[config.mk]
export PLATFORM = sky130hd
export DESIGN_NAME = skipFireNode
export DESIGN_NICKNAME = d
export VERILOG_FILES = /design/src/rtl/procNodePkg.sv /design/src/rtl/nodeQueue.sv /design/src/rtl/nodeCtrl.sv /design/src/rtl/nodeDatapath.sv /design/src/rtl/skipFireNode.sv
export SDC_FILE = /design/constraint.sdc
export NUM_CORES = 1
export LEC_CHECK = 0
export BUFFER_PORTS_ARGS = -buffer_cell sky130_fd_sc_hd__buf_4
export CELL_PAD_IN_SITES_DETAIL_PLACEMENT = 1
export CELL_PAD_IN_SITES_GLOBAL_PLACEMENT = 1
export CORE_AREA = 3 3 91 93
export CTS_CLUSTER_SIZE = 25
export DETAILED_ROUTE_END_ITERATION = 8
export DIE_AREA = 0 0 94 96
export GPL_TIMING_DRIVEN = 0
export MAX_ROUTING_LAYER = met4
export PLACE_DENSITY_LB_ADDON = 0.1
export RECOVER_POWER = 50
export SYNTH_ARGS = -nofsm -noshare
export SYNTH_HDL_FRONTEND = slang
export SYNTH_SLANG_ARGS = --single-unit
export TNS_END_PERCENT = 20
[constraint.sdc]
create_clock -name clk -period 4.2 [get_ports clk]
set_input_delay 1.05 -clock clk [delete_from_list [all_inputs] [get_ports clk]]
set_output_delay 1.05 -clock clk [all_outputs]
set_load 0.01 [all_outputs]
[src/rtl/procNodePkg.sv]
package procNodePkg;
  // Strobes from the fire/skip control into the datapath.
  typedef struct packed {
    logic fire;
    logic skip;
  } nodeStrobes_t;
endpackage

[src/rtl/nodeQueue.sv]
module nodeQueue #(
  parameter int          DW       = 8,
  parameter int          DEPTH    = 1,
  parameter bit          PRELOAD  = 1'b0,
  parameter logic [DW-1:0] INIT_VAL = '0
) (
  input  logic          clk,
  input  logic          rstN,
  input  logic          push,
  input  logic [DW-1:0] pushData,
  input  logic          pop,
  output logic [DW-1:0] headData,
  output logic          notEmpty,
  output logic          notFull
);
  localparam int CW = $clog2(DEPTH + 1);
  localparam logic [CW-1:0] FILL0 = PRELOAD ? CW'(1) : CW'(0);

  logic [DEPTH-1:0][DW-1:0] slots;
  logic [CW-1:0] count;
  logic pushAcc, popAcc;
  logic [CW-1:0] wrIdx;

  assign notEmpty = (count != '0);
  assign notFull  = (count != CW'(DEPTH));
  assign pushAcc  = push && notFull;
  assign popAcc   = pop && notEmpty;
  assign wrIdx    = count - CW'(popAcc);
  assign headData = slots[0];

  always_ff @(posedge clk) begin
    if (!rstN) begin
      slots <= '0;
      if (PRELOAD) slots[0] <= INIT_VAL;
      count <= FILL0;
    end else begin
      if (popAcc) begin
        for (int k = 0; k < DEPTH - 1; k++) slots[k] <= slots[k+1];
      end
      if (pushAcc) slots[wrIdx] <= pushData;
      count <= count + CW'(pushAcc) - CW'(popAcc);
    end
  end

  AST_COUNT_BOUND: assert property (@(posedge clk) disable iff (!rstN)
    count <= CW'(DEPTH));
  AST_DRAIN_ONE: assert property (@(posedge clk) disable iff (!rstN)
    (popAcc && !pushAcc) |=> (count == $past(count) - CW'(1)));
endmodule

[src/rtl/nodeCtrl.sv]
module nodeCtrl
  import procNodePkg::*;
(
  input  logic         clk,
  input  logic         rstN,
  input  logic         trig,
  input  logic         inReady,
  input  logic         outRoom,
  output nodeStrobes_t strobes
);
  logic canStep;

  assign canStep      = inReady && outRoom;
  assign strobes.fire = trig && canStep;
  assign strobes.skip = trig && !canStep;

  AST_ONE_DECISION: assert property (@(posedge clk) disable iff (!rstN)
    $onehot0({strobes.fire, strobes.skip}));
  AST_TRIG_DECIDES: assert property (@(posedge clk) disable iff (!rstN)
    trig |-> (strobes.fire || strobes.skip));
  AST_NO_TRIG_IDLE: assert property (@(posedge clk) disable iff (!rstN)
    !trig |-> !(strobes.fire || strobes.skip));
endmodule

[src/rtl/nodeDatapath.sv]
module nodeDatapath
  import procNodePkg::*;
#(
  parameter int DW      = 8,
  parameter int NUM_IN  = 2,
  parameter int NUM_OUT = 2,
  parameter logic [NUM_IN-1:0]     IN_DELAY  = '0,
  parameter logic [NUM_OUT-1:0]    OUT_DELAY = '0,
  parameter logic [NUM_IN*DW-1:0]  IN_INIT   = '0,
  parameter logic [NUM_OUT*DW-1:0] OUT_INIT  = '0,
  parameter logic [DW-1:0]         INIT_STATE = '0
) (
  input  logic                         clk,
  input  logic                         rstN,
  input  nodeStrobes_t                 strobes,
  input  logic [NUM_IN-1:0]            inPush,
  input  logic [NUM_IN-1:0][DW-1:0]    inData,
  output logic [NUM_IN-1:0]            inFull,
  input  logic [NUM_OUT-1:0]           outPop,
  output logic [NUM_OUT-1:0][DW-1:0]   outData,
  output logic [NUM_OUT-1:0]           outValid,
  output logic                         inReady,
  output logic                         outRoom
);
  logic [NUM_IN-1:0][DW-1:0]  inHead;
  logic [NUM_IN-1:0]          inNotEmpty, inNotFull;
  logic [NUM_OUT-1:0]         outNotFull;
  logic [NUM_OUT-1:0][DW-1:0] outVal;
  logic [DW-1:0]              stateQ, nextState, tokenSum;

  for (genvar i = 0; i < NUM_IN; i++) begin : g_inQ
    nodeQueue #(
      .DW(DW), .DEPTH(IN_DELAY[i] ? 2 : 1), .PRELOAD(IN_DELAY[i]),
      .INIT_VAL(IN_INIT[i*DW +: DW])
    ) q_i (
      .clk(clk), .rstN(rstN), .push(inPush[i]), .pushData(inData[i]),
      .pop(strobes.fire), .headData(inHead[i]),
      .notEmpty(inNotEmpty[i]), .notFull(inNotFull[i])
    );
    assign inFull[i] = !inNotFull[i];
  end

  for (genvar j = 0; j < NUM_OUT; j++) begin : g_outQ
    nodeQueue #(
      .DW(DW), .DEPTH(OUT_DELAY[j] ? 2 : 1), .PRELOAD(OUT_DELAY[j]),
      .INIT_VAL(OUT_INIT[j*DW +: DW])
    ) q_o (
      .clk(clk), .rstN(rstN), .push(strobes.fire), .pushData(outVal[j]),
      .pop(outPop[j]), .headData(outData[j]),
      .notEmpty(outValid[j]), .notFull(outNotFull[j])
    );
  end

  assign inReady = &inNotEmpty;
  assign outRoom = &outNotFull;

  // Mealy step: state accumulates the input tokens; each output offsets it.
  always_comb begin
    tokenSum = '0;
    for (int i = 0; i < NUM_IN; i++) tokenSum = tokenSum + inHead[i];
    nextState = stateQ + tokenSum;
    for (int j = 0; j < NUM_OUT; j++) outVal[j] = nextState + DW'(j);
  end

  always_ff @(posedge clk) begin
    if (!rstN) stateQ <= INIT_STATE;
    else if (strobes.fire) stateQ <= nextState;
  end

  AST_FIRE_NEEDS_TOKENS: assert property (@(posedge clk) disable iff (!rstN)
    strobes.fire |-> (&inNotEmpty && &outNotFull));
  AST_SKIP_HOLDS_STATE: assert property (@(posedge clk) disable iff (!rstN)
    strobes.skip |=> $stable(stateQ));
  AST_IDLE_HOLDS_STATE: assert property (@(posedge clk) disable iff (!rstN)
    !strobes.fire |=> $stable(stateQ));
endmodule

[src/rtl/skipFireNode.sv]
module skipFireNode
  import procNodePkg::*;
#(
  parameter int DW      = 8,
  parameter int NUM_IN  = 2,
  parameter int NUM_OUT = 2,
  parameter logic [NUM_IN-1:0]     IN_DELAY  = 2'b01,
  parameter logic [NUM_OUT-1:0]    OUT_DELAY = 2'b10,
  parameter logic [NUM_IN*DW-1:0]  IN_INIT   = {8'h00, 8'h05},
  parameter logic [NUM_OUT*DW-1:0] OUT_INIT  = {8'h0A, 8'h00},
  parameter logic [DW-1:0]         INIT_STATE = 8'h03
) (
  input  logic                       clk,
  input  logic                       rstN,
  input  logic                       trig,
  input  logic [NUM_IN-1:0]          inPush,
  input  logic [NUM_IN-1:0][DW-1:0]  inData,
  output logic [NUM_IN-1:0]          inFull,
  input  logic [NUM_OUT-1:0]         outPop,
  output logic [NUM_OUT-1:0][DW-1:0] outData,
  output logic [NUM_OUT-1:0]         outValid,
  output logic                       fired,
  output logic                       skipped
);
  nodeStrobes_t strobes;
  logic inReady, outRoom;

  nodeCtrl u_ctrl (
    .clk(clk), .rstN(rstN), .trig(trig),
    .inReady(inReady), .outRoom(outRoom), .strobes(strobes)
  );

  nodeDatapath #(
    .DW(DW), .NUM_IN(NUM_IN), .NUM_OUT(NUM_OUT),
    .IN_DELAY(IN_DELAY), .OUT_DELAY(OUT_DELAY),
    .IN_INIT(IN_INIT), .OUT_INIT(OUT_INIT), .INIT_STATE(INIT_STATE)
  ) u_dp (
    .clk(clk), .rstN(rstN), .strobes(strobes),
    .inPush(inPush), .inData(inData), .inFull(inFull),
    .outPop(outPop), .outData(outData), .outValid(outValid),
    .inReady(inReady), .outRoom(outRoom)
  );

  assign fired   = strobes.fire;
  assign skipped = strobes.skip;
endmodule

==> out/metrics.cfg, run 1 <==
[route]
detail_route.first_pass.iterations=4
vias_per_cell=4.95
drc=0
drt_iter0_markers=74
drt.antenna.violating_nets=0
route.detailed.wl_per_inst_um=15.2
route.vias.total=2528
detail_route.wirelength_um=7740

[final_layout]
drive_above_1_share_pct=15.6
areaGrowthSynthToFinish_pct=19.3
mostFrequentLayoutCell=sky130_fd_sc_hd__dfxtp_1
final_nets=448
fill_cells=925
insertedDiodeCount=0
commonest_cells_after_routing_fill_and_taps_aside=62 x sky130_fd_sc_hd__dfxtp_1, 56 x sky130_fd_sc_hd__nand2_1, 32 x sky130_fd_sc_hd__buf_4
post-route-cell-area_mm2=0.00374

[timing]
unrepaired_setup_endpoints_after_global_routing=no
rel_slew_slack_pct=51.0
tns_setup_ns=0
timing.final.hold_violations=0
fmaxAchievable_ghz=0.282
worst_pin_slew_ns=0.732
final_setup_fails=0
slew_violations=0
final.min_clock_period_ns=3.54
final.hold.worst_slack_ns=0.471
finClkSkew_ns=0.00571
fin_crit_sh_pct=84.3

[critical_path]
timing.setup.critical_path_class=primary input to register
critical_path.max_fanout=10
critical-path-slowest-cell=sky130_fd_sc_hd__o211ai_1
worst_setup_path_start_kind=primary input
cp_num_buf_inv=5
worst-r2r-setup-slack_ns=0.73
critical_path.reg2reg.endpoint=u_dp.g_inQ[0].q_i.headData[6]$_SDFF_PN0_
crit_reg_reg_startpoint=u_dp.g_outQ[1].q_o.count[1]$_SDFF_PN0_
critical-path-max-stage-delay_ns=0.61
family_with_the_most_delay_on_the_worst_path=buffers and inverters
worst_r2r_path_depth=12
timing.critical_path.to_type=register
dominant_cell_type_by_count_on_the_critical_path=sky130_fd_sc_hd__clkbuf_1
critical_path_arrival_ns=3.78
critical_path.cell_chain=clkbuf_4, nand2_1, buf_6, clkbuf_1, inv_1, ha_1, and3_1, o211ai_1, clkbuf_1, nor2_1, a311oi_1
required_ns=4.44

[synth]
synth_async_sr_flop_share_pct=0
yosys_register_bits=62
synth_area_leaders=sky130_fd_sc_hd__dfxtp_1 40%, sky130_fd_sc_hd__nand2_1 6.7%, sky130_fd_sc_hd__mux2i_1 5.4%
synth_fp_nets=393
mappedNetlistArea_mm2=0.00314
yosys.area.top_type=sky130_fd_sc_hd__dfxtp_1
fraction_of_synthesized_cell_area_taken_by_the_top_area_cell_type_pct=39.6
yosysSeqAreaShare_pct=39.6
synth_cell_type_count=44
yosys_warnings=0
syn_area_per_cell_um2=8.98
synth-edff-count=0
dominantRegCellSynth=sky130_fd_sc_hd__dfxtp_1
synthesis.instances=349

[clock_tree]
clk_transition_reported_paths_ns=0.07
clk_latency_ns=0.34
postCtsResizedCells=0
cts_post_setup_buffers_inserted=0
cts-root-to-sink-buffers=2
tritoncts_clock_tree=yes
count_of_hold_buffers_inserted_by_post_cts_repair=0
cts_root_buffer=sky130_fd_sc_hd__clkbuf_8
htreeDepth=3
tritoncts_num_sinks=62
numCtsBuffers=9

[die]
die_width_um=94
num_rows=32
count_of_pins_on_the_block_boundary=45
floorplan.die_area_mm2=0.00902
core_area_mm2=0.00761
die_h_um=96
starting_utilization_of_the_core_area_pct=41.2

[power]
power.sequential.fraction_pct=35.6
total_power_density_per_cell_area_mw_per_mm2=555
intPower_uw=1360
p_sw_share_pct=34.4
comb_power_share_pct=35.1
clock_power_share_pct=29.3
netSwitchingPower_uw=713
leakage_dissipation_uw=0.00168
ir_drop_mv=0.244

[job]
timing.max_cap.violations=0

[grt]
largest_net_degree_at_the_start_of_global_routing=12
grt_remaining_overflow=0
number_of_antenna_violations_at_the_first_check_in_global_routing=0
grt_first_pass_wirelength_um=12700
number_of_global_route_vias_before_repair=2560
track_usage_pct=19.3

[place]
gp_congestion=0.774
io_buffer_count=44
post_dp_cell_area_mm2=0.00359
dp.final_hpwl_um=5870

[hold_path]
worst_hold_endpoint=u_dp.g_inQ[1].q_i.headData[7]$_SDFFE_PN0P_
timing.hold.worst.start=u_dp.g_inQ[1].q_i.headData[7]$_SDFFE_PN0P_
hold-path-cell-count=2
hp-class=register to register

[status]
status=finished, final reports clean

[worst register-to-register path, delay by kind of cell (launching register included)]
| family | cells | cell delay [ns] |
|---|---|---|
| buffers and inverters | 4 | 1.15 |
| AO/OA/AOI/OAI | 2 | 0.87 |
| AND/OR/NAND/NOR | 5 | 0.68 |
| flip-flops | 1 | 0.46 |
| adder cells (fa/ha/maj) | 1 | 0.22 |
[power by group through the flow]
stage / clock [uW] / combinational (uW) / sequential (uW)
5_1_grt: 652 / 830 / 751
3_3_place_gp: 0 / 739 / 751
6_report: 609 / 728 / 738
3_5_place_dp: 0 / 761 / 754
4_1_cts: 621 / 768 / 741
2_1_floorplan: 0 / 558 / 735
[per-stage QoR]
step,setup WS [ns],total power (uW),std cells,util [%]
floorplan,1.18,1290,349,-
global placement,0.272,1490,495,47.2
detailed placement,0.222,1510,495,47.2
CTS,0.563,2130,511,50.3
global route,0.300,2230,511,49.2
finish,0.659,2070,511,49.2
[routing by layer]
| metal | GRT usage (%) | up-vias | wire length [um] |
|---|---|---|---|
| li1 | - | 1274 | - |
| met1 | 23.6 | 1200 | 3480 |
| met2 | 32.5 | 43 | 3890 |
| met3 | 3.28 | 11 | 238 |
| met4 | 6.50 | 0 | 126 |
| met5 | - | - | 0 |
[registers in the layout, summed over array words and instances (netlist names)]
register / cells
u_dp.g_inQ.q_i.count: 2
u_dp.g_inQ.q_i.notEmpty: 1
u_dp.g_outQ.q_o.notEmpty: 1
u_dp.stateQ: 8
u_dp.g_inQ.q_i.slots: 8
u_dp.g_outQ.q_o.count: 2
u_dp.g_outQ.q_o.headData: 16
u_dp.g_inQ.q_i.headData: 16
u_dp.g_outQ.q_o.slots: 8
[cell usage after synthesis (all sizes together), types with 8 or more instances]
cell and number:
dfxtp 62, nand2 56, nor2 29, a21oi 24
mux2i 17, buf 16, inv 15, nor2b 15
ha 13, xnor2 11, clkbuf 10, o21ai 9
fa 8
[worst max-delay path by stage]
stage | slack, ns | end | from | cells after the start
finish | 0.66 | u_dp.g_inQ[0].q_i.headData[6]$_SDFF_PN0_ | trig | 11
global route | 0.30 | u_dp.g_inQ[0].q_i.headData[6]$_SDFF_PN0_ | trig | 11
CTS | 0.56 | u_dp.g_inQ[0].q_i.headData[6]$_SDFF_PN0_ | trig | 11
detailed placement | 0.22 | u_dp.g_inQ[0].q_i.headData[6]$_SDFF_PN0_ | trig | 11
global placement | 0.27 | u_dp.g_inQ[0].q_i.headData[7]$_SDFF_PN0_ | trig | 11
floorplan | 1.18 | u_dp.g_inQ[0].q_i.headData[6]$_SDFF_PN0_ | trig | 10
[cells by family after synthesis]
kind of cell             synth area share (%)
adder cells (fa/ha/maj)                  10.3
XOR/XNOR                                 4.75
AO/OA/AOI/OAI                            12.1
flip-flops                               39.6
multiplexers                             6.15
AND/OR/NAND/NOR                          20.2
buffers and inverters                    6.90
[final cells by class]
type	instances	area [um2]	area share [%]
tap	102	128	3.41
clock inverter	5	81.3	2.17
buffer	26	160	4.28
clock buffer	11	151	4.05
timing repair buffer	44	255	6.83
sequential	62	1240	33.2
multi-input combinational	246	1670	44.6
inverter	15	56.3	1.51
No activity file was read; power rests on OpenSTA's default activity.
==> inputs of run 2 (changes only) <==
Settings changed: CORE_AREA 3 3 91 93 to 3 3 94 96, DIE_AREA 0 0 94 96 to 0 0 97 99.
Clock period 4.2 ns to 2.94 ns, I/O delays scaled along.
==> out/metrics.cfg, run 2 (synthesized netlist as in run 1, its figures left out) <==
[critical_path]
critical_path.reg2reg.endpoint=u_dp.g_outQ[1].q_o.slots[15]$_SDFFE_PN0P_  ; was u_dp.g_inQ[0].q_i.headData[6]$_SDFF_PN0_
timing.setup.critical_path_class=register to register  ; was primary input to register
worst_r2r_path_depth=10  ; was 12
critical_path_arrival_ns=2.97  ; was 3.78 ns
worst_setup_path_start_kind=register  ; was primary input
critical_path.cell_chain=fa_1, ha_1, inv_1, fa_1, nor2b_1, o22ai_1, xnor2_2, nand4_1, xor2_1, o22ai_1  ; was clkbuf_4, nand2_1, buf_6, clkbuf_1, inv_1, ha_1, and3_1, o211ai_1, clkbuf_1, nor2_1, a311oi_1
crit_reg_reg_startpoint=u_dp.g_inQ[1].q_i.headData[1]$_SDFFE_PN0P_  ; was u_dp.g_outQ[1].q_o.count[1]$_SDFF_PN0_
critical_path.max_fanout=4  ; was 10
critical-path-max-stage-delay_ns=0.55  ; was 0.61 ns
worst-r2r-setup-slack_ns=0.19  ; was 0.73 ns
critical-path-slowest-cell=sky130_fd_sc_hd__fa_1  ; was sky130_fd_sc_hd__o211ai_1
required_ns=3.16  ; was 4.44 ns
timing.critical_path.to_type=register  ; unchanged

[final_layout]
final_nets=449  ; was 448
insertedDiodeCount=0  ; unchanged
multi_input_logic_area_mm2=0.00170  ; was 0.00167 mm2
fill_cells=985  ; was 925
ff_latch_area_mm2=0.00124  ; unchanged
commonest_cells_after_routing_fill_and_taps_aside=62 x sky130_fd_sc_hd__dfxtp_1, 56 x sky130_fd_sc_hd__nand2_1, 36 x sky130_fd_sc_hd__buf_4  ; was 62 x sky130_fd_sc_hd__dfxtp_1, 56 x sky130_fd_sc_hd__nand2_1, 32 x sky130_fd_sc_hd__buf_4
mostFrequentLayoutCell=sky130_fd_sc_hd__dfxtp_1  ; unchanged
areaGrowthSynthToFinish_pct=19.8  ; was 19.3%
drive_above_1_share_pct=17.4  ; was 15.6%
instances_no_fill=513  ; was 511

[die]
die_h_um=99  ; was 96 um
core_area_mm2=0.00813  ; was 0.00761 mm2
num_rows=33  ; was 32
starting_utilization_of_the_core_area_pct=38.5  ; was 41.2%
floorplan.die_area_mm2=0.00960  ; was 0.00902 mm2
count_of_pins_on_the_block_boundary=45  ; unchanged
die_width_um=97  ; was 94 um

[power]
report.power.total_uw=2870  ; was 2070 uW
leakage_dissipation_uw=0.00170  ; was 0.00168 uW
total_power_density_per_cell_area_mw_per_mm2=764  ; was 555 mW/mm2
ir_drop_mv=0.288  ; was 0.244 mV

[route]
route.detailed.wl_per_inst_um=15.3  ; was 15.2 um
vias_per_cell=5.02  ; was 4.95
drt.antenna.violating_nets=0  ; unchanged
drc=0  ; unchanged
detail_route.wirelength_um=7840  ; was 7740 um
route.vias.total=2574  ; was 2528
detail_route.first_pass.iterations=4  ; unchanged
drt_iter0_markers=57  ; was 74

[hold_path]
timing.hold.worst.start=u_dp.g_outQ[0].q_o.headData[1]$_SDFFE_PN0P_  ; was u_dp.g_inQ[1].q_i.headData[7]$_SDFFE_PN0P_
worst_hold_endpoint=u_dp.g_outQ[0].q_o.headData[1]$_SDFFE_PN0P_  ; was u_dp.g_inQ[1].q_i.headData[7]$_SDFFE_PN0P_
hold-path-cell-count=2  ; unchanged
hp-class=register to register  ; unchanged

[timing]
worst_pin_slew_ns=0.720  ; was 0.732 ns
tns_setup_ns=0  ; unchanged
fin_crit_sh_pct=93.6
rel_slew_slack_pct=51.9  ; was 51.0%
final.min_clock_period_ns=2.75
fmaxAchievable_ghz=0.363
timing.final.hold_violations=0  ; unchanged
finClkSkew_ns=0.00760  ; was 0.00571 ns
slew_violations=0  ; unchanged
final_setup_fails=0  ; unchanged

[grt]
grt_remaining_overflow=0  ; unchanged
number_of_global_route_vias_before_repair=2666  ; was 2560
largest_net_degree_at_the_start_of_global_routing=20  ; was 12
grt_first_pass_wirelength_um=13100  ; was 12700 um
number_of_antenna_violations_at_the_first_check_in_global_routing=0  ; unchanged
track_usage_pct=17.9  ; was 19.3%

[place]
placedCellCount=498  ; was 495
dp.final_hpwl_um=5940  ; was 5870 um
io_buffer_count=44  ; unchanged
gp_congestion=0.846  ; was 0.774

[clock_tree]
numCtsBuffers=9  ; unchanged
cts_root_buffer=sky130_fd_sc_hd__clkbuf_8  ; unchanged
tritoncts_clock_tree=yes  ; unchanged
clk_latency_ns=0.33  ; was 0.34 ns
cts-root-to-sink-buffers=2  ; unchanged
clk_transition_reported_paths_ns=0.06  ; was 0.07 ns
htreeDepth=3  ; unchanged
tritoncts_num_sinks=62  ; unchanged

[job]
timing.max_cap.violations=0  ; unchanged

[status]
status=finished, final reports clean  ; unchanged

==> run 2: changes by cell type in the layout (fill, tap and decap cells not counted), moves of 2 or more <==
| cell | delta |
|---|---|
| sky130_fd_sc_hd__bufinv_16 | -2 |
| sky130_fd_sc_hd__clkbuf_1 | -3 |
| sky130_fd_sc_hd__buf_4 | +4 |
| sky130_fd_sc_hd__xnor2_1 | -2 |
| sky130_fd_sc_hd__xnor2_2 | +2 |
| sky130_fd_sc_hd__clkbuf_8 | +3 |
==> run 2: repair_timing <==
item                                    in CTS  in global routing
buffers inserted                             2                  0
hold buffers                                 0                  0
endpoints found under the setup margin      16                  6
pin swaps                                    1                  1
resized for setup                            0                  6
==> run 2: cell type report <==
| class | instances | area share, % |
|---|---|---|
| plain buffers | 25 | 4.20 |
| repair buffers | 46 | 7.30 |
| clock buffers | 14 | 5.13 |
| well taps | 105 | 3.50 |
| inverters | 15 | 1.50 |
| flip-flops and latches | 62 | 33.1 |
| multi-input cells | 246 | 45.3 |
==> run 2: critical path: cells and delay by family (launching register included) <==
kind	cells	cell delay, ns
DFF	1	0.33
xor gates and xnor gates	2	0.52
adders and majority gates	3	1.15
buffers and inverters	1	0.06
AOI/OAI and AO/OA	2	0.27
and+or+nand+nor	2	0.33
==> run 2: worst max-delay path by stage <==
stage,from,cells past startpoint,to
floorplan,trig,10,u_dp.g_inQ[0].q_i.headData[6]$_SDFF_PN0_
global placement,trig,11,u_dp.g_inQ[0].q_i.headData[7]$_SDFF_PN0_
detailed placement,trig,11,u_dp.g_inQ[0].q_i.headData[7]$_SDFF_PN0_
CTS,u_dp.g_inQ[1].q_i.headData[2]$_SDFFE_PN0P_,8,u_dp.g_outQ[1].q_o.slots[15]$_SDFFE_PN0P_
global route,u_dp.g_inQ[1].q_i.headData[1]$_SDFFE_PN0P_,10,u_dp.g_outQ[1].q_o.slots[15]$_SDFFE_PN0P_
finish,u_dp.g_inQ[1].q_i.headData[1]$_SDFFE_PN0P_,10,u_dp.g_outQ[1].q_o.slots[15]$_SDFFE_PN0P_
==> run 2: through the flow <==
| stage | setup WS (ns) | utilization [%] | hold slack (ns) | instance area [um2] |
|---|---|---|---|---|
| 3_5_place_dp | -0.815 | 44.2 | 0.461 | 3600 |
| 3_3_place_gp | -0.825 | 44.2 | 0.458 | 3600 |
| 4_1_cts | 0.135 | 46.7 | 0.469 | 3800 |
| 5_1_grt | -0.0256 | 46.2 | 0.500 | 3750 |
| 6_report | 0.187 | 46.2 | 0.463 | 3750 |
| 2_1_floorplan | 0.238 | - | 0.444 | 3140 |
==> run 2: power breakdown <==
group	internal [uW]	switching (uW)	total, uW
clock network	412	311	723
logic	489	602	1090
registers	960	95.4	1060
total	1860	1010	2870
==> run 2: routing by layer <==
layer  share of wire, %  wire [um]  track usage (%)  up-vias
met5                  0          0                -        -
met4               0.83         65             5.18        0
met3                2.8        222             4.67        5
met2                 52       4110             30.4       33
met1                 44       3440             21.0     1259
li1                   -          -                -     1277
